`config.mk`:
```
export PLATFORM = sky130hd
export DESIGN_NAME = rx_frame_store_seq
export DESIGN_NICKNAME = d
export VERILOG_FILES = /design/src/rtl/rxs_pkg.sv /design/src/rtl/rxs_seq_ctrl.sv /design/src/rtl/rxs_out_dec.sv /design/src/rtl/rx_frame_store_seq.sv
export SDC_FILE = /design/constraint.sdc
export NUM_CORES = 1
export LEC_CHECK = 0
export ABC_AREA = 1
export BUFFER_PORTS_ARGS = -buffer_cell sky130_fd_sc_hd__buf_2
export CORE_AREA = 2 2 39 41
export CTS_CLUSTER_SIZE = 8
export DETAILED_ROUTE_END_ITERATION = 10
export DIE_AREA = 0 0 41 43
export GPL_TIMING_DRIVEN = 1
export PLACE_DENSITY = 0.7
export SETUP_SLACK_MARGIN = 0.1
export SLEW_MARGIN = 0
export SYNTH_ARGS = -nofsm -noshare
export SYNTH_HDL_FRONTEND = slang
export SYNTH_SLANG_ARGS = --single-unit
```
`constraint.sdc`:
```
create_clock -name clk_i -period 1 [get_ports clk_i]
set_clock_uncertainty 0.05 [all_clocks]
set_input_delay 0.05 -clock clk_i [delete_from_list [all_inputs] [get_ports clk_i]]
set_output_delay 0.05 -clock clk_i [all_outputs]
set_load 0.05 [all_outputs]
```
`src/rtl/rxs_pkg.sv`:
```
package rxs_pkg;

    localparam int SEL_W       = 7;
    localparam int SEL_FMT     = 0;
    localparam int SEL_ID      = 1;
    localparam int SEL_TSL_HDR = 2;
    localparam int SEL_TSL_BF  = 3;
    localparam int SEL_TSH_HDR = 4;
    localparam int SEL_TSH_BF  = 5;
    localparam int SEL_DATA    = 6;
    localparam int ST_W        = 3;

    typedef enum logic [ST_W-1:0] {
        ST_IDLE,
        ST_FMT,
        ST_ID,
        ST_TSL,
        ST_TSH,
        ST_WAIT,
        ST_BFL,
        ST_BFH
    } seq_st_e;

    typedef struct packed {
        seq_st_e st;
        logic    end_ts;
    } seq_reg_t;

    typedef struct packed {
        logic [SEL_W-1:0] sel;
        logic             wr;
        logic             alt_sel;
        logic             alt_save;
        logic             alt_inc;
        logic             done;
        logic             ovr_clr;
    } ctl_t;

endpackage

```
`src/rtl/rxs_seq_ctrl.sv`:
```
module rxs_seq_ctrl
    import rxs_pkg::*;
(
    input  logic    clk_i,
    input  logic    rst_ni,
    input  logic    kill_i,
    input  logic    meta_rdy_i,
    input  logic    frame_ok_i,
    input  logic    ts_at_end_i,
    output seq_st_e st_o,
    output logic    end_ts_o
);

    seq_reg_t r_d, r_q;

    always_comb begin
        r_d = r_q;
        unique case (r_q.st)
            ST_IDLE: begin
                if (meta_rdy_i) begin
                    r_d.st     = ST_FMT;
                    r_d.end_ts = ts_at_end_i;
                end
            end
            ST_FMT:  r_d.st = ST_ID;
            ST_ID:   r_d.st = ST_TSL;
            ST_TSL:  r_d.st = ST_TSH;
            ST_TSH:  r_d.st = ST_WAIT;
            ST_WAIT: begin
                if (frame_ok_i) begin
                    r_d.st = r_q.end_ts ? ST_BFL : ST_IDLE;
                end
            end
            ST_BFL:  r_d.st = ST_BFH;
            ST_BFH:  r_d.st = ST_IDLE;
            default: r_d.st = ST_IDLE;
        endcase
        if (kill_i) begin
            r_d.st = ST_IDLE;
        end
    end

    always_ff @(posedge clk_i or negedge rst_ni) begin
        if (!rst_ni) begin
            r_q <= '{st: ST_IDLE, end_ts: 1'b0};
        end else begin
            r_q <= r_d;
        end
    end

    assign st_o     = r_q.st;
    assign end_ts_o = r_q.end_ts;

endmodule

```
`src/rtl/rxs_out_dec.sv`:
```
module rxs_out_dec
    import rxs_pkg::*;
(
    input  seq_st_e st_i,
    input  logic    end_ts_i,
    input  logic    kill_i,
    input  logic    meta_rdy_i,
    input  logic    data_rdy_i,
    input  logic    frame_ok_i,
    output ctl_t    ctl_o
);

    logic [SEL_W-1:0] hit;
    logic             back_fill;
    logic             main_wr;
    logic             done_raw;

    // Raw per-source request, before abort/erase gating.
    always_comb begin
        hit                 = '0;
        hit[SEL_FMT]        = (st_i == ST_FMT);
        hit[SEL_ID]         = (st_i == ST_ID);
        hit[SEL_TSL_HDR]    = (st_i == ST_TSL);
        hit[SEL_TSH_HDR]    = (st_i == ST_TSH);
        hit[SEL_DATA]       = (st_i == ST_WAIT) && data_rdy_i;
        hit[SEL_TSL_BF]     = (st_i == ST_BFL);
        hit[SEL_TSH_BF]     = (st_i == ST_BFH);
    end

    for (genvar gi = 0; gi < SEL_W; gi++) begin : g_sel
        assign ctl_o.sel[gi] = hit[gi] & ~kill_i;
    end

    assign back_fill = (st_i == ST_BFL) || (st_i == ST_BFH);
    assign main_wr   = hit[SEL_FMT] | hit[SEL_ID] | hit[SEL_TSL_HDR]
                     | hit[SEL_TSH_HDR] | hit[SEL_DATA];
    assign done_raw  = (st_i == ST_BFH)
                     || ((st_i == ST_WAIT) && frame_ok_i && !end_ts_i);

    assign ctl_o.wr       = main_wr & ~kill_i;
    assign ctl_o.alt_sel  = back_fill & ~kill_i;
    assign ctl_o.alt_inc  = back_fill & ~kill_i;
    assign ctl_o.alt_save = hit[SEL_TSL_HDR] & ~kill_i;
    assign ctl_o.done     = done_raw & ~kill_i;
    assign ctl_o.ovr_clr  = (st_i == ST_IDLE) && meta_rdy_i && !kill_i;

endmodule

```
`src/rtl/rx_frame_store_seq.sv`:
```
module rx_frame_store_seq
    import rxs_pkg::*;
(
    input  logic             clk_i,
    input  logic             rst_ni,
    input  logic             erase_i,
    input  logic             ts_at_end_i,
    input  logic             meta_rdy_i,
    input  logic             data_rdy_i,
    input  logic             frame_ok_i,
    input  logic             abort_i,
    output logic [SEL_W-1:0] sel_o,
    output logic             wr_req_o,
    output logic             alt_ptr_sel_o,
    output logic             alt_ptr_save_o,
    output logic             alt_ptr_inc_o,
    output logic             frame_done_o,
    output logic             ovr_clr_o
);

    logic    kill;
    seq_st_e st;
    logic    end_ts;
    ctl_t    ctl;

    assign kill = abort_i | erase_i;

    rxs_seq_ctrl u_ctrl (
        .clk_i       (clk_i),
        .rst_ni      (rst_ni),
        .kill_i      (kill),
        .meta_rdy_i  (meta_rdy_i),
        .frame_ok_i  (frame_ok_i),
        .ts_at_end_i (ts_at_end_i),
        .st_o        (st),
        .end_ts_o    (end_ts)
    );

    rxs_out_dec u_dec (
        .st_i       (st),
        .end_ts_i   (end_ts),
        .kill_i     (kill),
        .meta_rdy_i (meta_rdy_i),
        .data_rdy_i (data_rdy_i),
        .frame_ok_i (frame_ok_i),
        .ctl_o      (ctl)
    );

    assign sel_o          = ctl.sel;
    assign wr_req_o       = ctl.wr;
    assign alt_ptr_sel_o  = ctl.alt_sel;
    assign alt_ptr_save_o = ctl.alt_save;
    assign alt_ptr_inc_o  = ctl.alt_inc;
    assign frame_done_o   = ctl.done;
    assign ovr_clr_o      = ctl.ovr_clr;

endmodule

```
==> reports/summary.txt <==
Syn Area/Cell - 6.83 µm²
Die Y - 43 µm
Worst reg2reg path startpoint - u_ctrl.st_o[1]$_DFFE_PN0P_
Worst skew pair latency - 0.26 ns
Drt drc - 0
Syn_nets - 73
Worst-margin pin slew - 0.242 ns
GRT Residual Overflow - 0
Crit Path Class - register to primary output
Sequential share of the synthesized area - 0.225
Total power - 0.000595 W
Post-layout min period - 1.48 ns
Non-filler cells, final - 124
Crit path DAT - 1.38 ns
Setup violators final - 17
R2R setup slack - -0.28 ns
Post-Syn Area - 444 µm²
Fin Setup TNS - -6.49 ns
Sink Count - 4
Violated checks - negative setup slack
PwrDens - 579 nW/µm²
Seq cells post-synth - 4
Largest family of logic cells by synthesized area - simple AND/OR/NAND/NOR gates
Kind of start point of the critical path - register
Finished Core Util - 0.743
CP endpoint kind - primary output
Worst hold endpoint - u_ctrl.end_ts_o$_DFFE_PN0P_
R2r worst-path depth - 7
DR vias - 587
Synth Area in Adders - 0
N_diodes - 0
Area Growth Syn to Fin - 132%
Max rail drop VDD - 0.592 mV
Nets - 117
Clk slew on worst S/H paths - 0.05 ns
Root Buffer - clkbuf_4
RSZ-0062 raised after global routing - true
H-tree depth - 1
Layout cells sized above 1 - 0.769
PortBufs - 20
IO Count - 21
Pin count of the biggest net entering global routing - 6
Number of CTS-inserted buffers - 3
Final WL - 1.59 mm
Mapped Cells - 65
Synth warn - 0
Worst r2r dst - u_ctrl.st_o[2]$_DFFE_PN0P_
HP Start - meta_rdy_i
Final Hold Fails - 0
Unique masters post-synth - 18
Worst Slack Setup Final - -0.481 ns
Period utilization - 1.48
DP Worst Slack - -0.341 ns
Via density - 4.73
TritonCTS clock tree - built
Hold Crit Class - input port to register
Synth Area in Compound Gates - 0.0704
Final HPWL DP - 1.02 mm
Site row count - 14
First-pass iteration count of the detailed router - 4
Antenna viol nets, final - 0
Crit Path Max Fanout - 5
Simple-Gate Fraction of Synth Area - 0.518
Starting DRT DRC Count - 5
Gr usage total - 0.211
CP required - 0.90 ns
Placer congestion estimate - 0.860
Die Width - 41 µm
Antenna violations before repair - 0
CORE AREA - 1380 µm²
Status - finished, violations left
First-pass GRT wire length - 2.46 mm
Synthesized-area fraction occupied by xor and xnor cells - 0
WL/cell - 12.8 µm
Slew HR - 0.838
Max Slew Vio Count - 0
Multiplexer share of the synthesized area - 0
Total Die Area - 1760 µm²
Dpl cells - 111
Vias in the first global route - 578
Achievable clock frequency - 0.675 GHz
Hold Path Depth - 3
Lkg Pwr - 0.484 nW
Initial Util - 0.321
Fill cells - 104
Bufs on Longest Clock Path - 2
Max-Cap Viols - 0
## registers in the layout, summed over array words and instances, names as in the netlist
signal,flops
u_ctrl.st_o,3
u_ctrl.end_ts_o,1
## synthesized netlist by cell type, drive strengths merged
cell type | n | area (µm²)
a21oi | 4 | 23.8
buf | 5 | 42.5
dfrtp | 4 | 100
inv | 10 | 40.0
nand2 | 17 | 76.3
nand3 | 7 | 35.0
nor2 | 11 | 53.8
nor3 | 4 | 40.0
nor4 | 2 | 25.0
o21bai | 1 | 7.51
## layout by cell type (no fill, tap or decap)
| cell type | n |
|---|---|
| nand3_1 | 4 |
| buf_4 | 15 |
| nor2_1 | 5 |
| nand3_2 | 3 |
| inv_1 | 5 |
| dfrtp_2 | 2 |
| inv_8 | 1 |
| nor3_4 | 4 |
| nand2_1 | 4 |
| nor4_4 | 2 |
| nor2_4 | 6 |
| buf_6 | 16 |
| buf_2 | 7 |
| a21oi_2 | 1 |
| inv_4 | 1 |
| nand2_4 | 3 |
| a21oi_4 | 2 |
| inv_2 | 3 |
| clkbuf_4 | 3 |
| clkbuf_1 | 1 |
| buf_8 | 1 |
| buf_12 | 3 |
| dlygate4sd3_1 | 2 |
| nand2_2 | 10 |
| a21oi_1 | 1 |
| dfrtp_1 | 2 |
| o21bai_1 | 1 |
## critical path, cell delays in order, from the launching register on
cell	delay, ns
dfrtp_2	0.43
nand2_2	0.10
nor2_4	0.16
nand3_2	0.12
a21oi_4	0.14
buf_6	0.17
## worst max path at each step
stage	start	end	depth (start not counted)
final	u_ctrl.st_o[0]$_DFFE_PN0P_	frame_done_o	5
after detailed placement	u_ctrl.st_o[1]$_DFFE_PN0P_	wr_req_o	6
after global routing	u_ctrl.st_o[2]$_DFFE_PN0P_	ovr_clr_o	7
after global placement	u_ctrl.st_o[2]$_DFFE_PN0P_	wr_req_o	6
after floorplan	u_ctrl.st_o[2]$_DFFE_PN0P_	alt_ptr_sel_o	4
after CTS	u_ctrl.st_o[0]$_DFFE_PN0P_	frame_done_o	5
## metal layers
metal  part of all wire  track usage  vias to the layer above
li1                   -            -                      293
met1               0.38        0.224                      278
met2               0.57        0.366                       14
met3              0.026       0.0314                        2
met4              0.019        0.120                        0
met5                  0            0                        -
## kinds of logic (layout without fill, tap and decap cells)
family          count (synthesis)  in the layout
compound gates                  5              5
buf+inv                        15             58
flops                           4              4
simple gates                   41             41
## metrics by stage
step	hold slack (ns)	cell area, µm²
after global routing	0.0587	1030
after global placement	-0.195	781
final	0.0335	1030
after floorplan	-0.296	573
after CTS	0.0322	992
after detailed placement	-0.191	781
## report_power, final
| group | switching (W) | internal, W | leakage (nW) | total, W |
|---|---|---|---|---|
| Clock | 0.0000927 | 0.000151 | 0.0150 | 0.000244 |
| Sequential | 0.00000636 | 0.000169 | 0.0505 | 0.000176 |
| Combinational | 0.0000969 | 0.0000786 | 0.419 | 0.000176 |
## cell type report
type                    count  area, µm²  share of cell area
flip-flops and latches      4        103              0.0998
clock buffers               4       26.3              0.0255
well taps                  16       20.0              0.0195
repair buffers             44        423               0.411
multi-input cells          46        409               0.398
inverters                  10       47.5              0.0462
## timing repair
| action | 4_1_cts | 5_1_grt |
|---|---|---|
| setup endpoints to repair | 17 | 17 |
| gates resized for setup | 36 | 9 |
| pin swaps | 16 | 4 |
| buffers inserted | 5 | 2 |
| gates cloned | 0 | 0 |
| hold buffers | 2 | 0 |
| endpoints found under the hold margin | 5 | 0 |
Power figures use the tool's default switching activity.
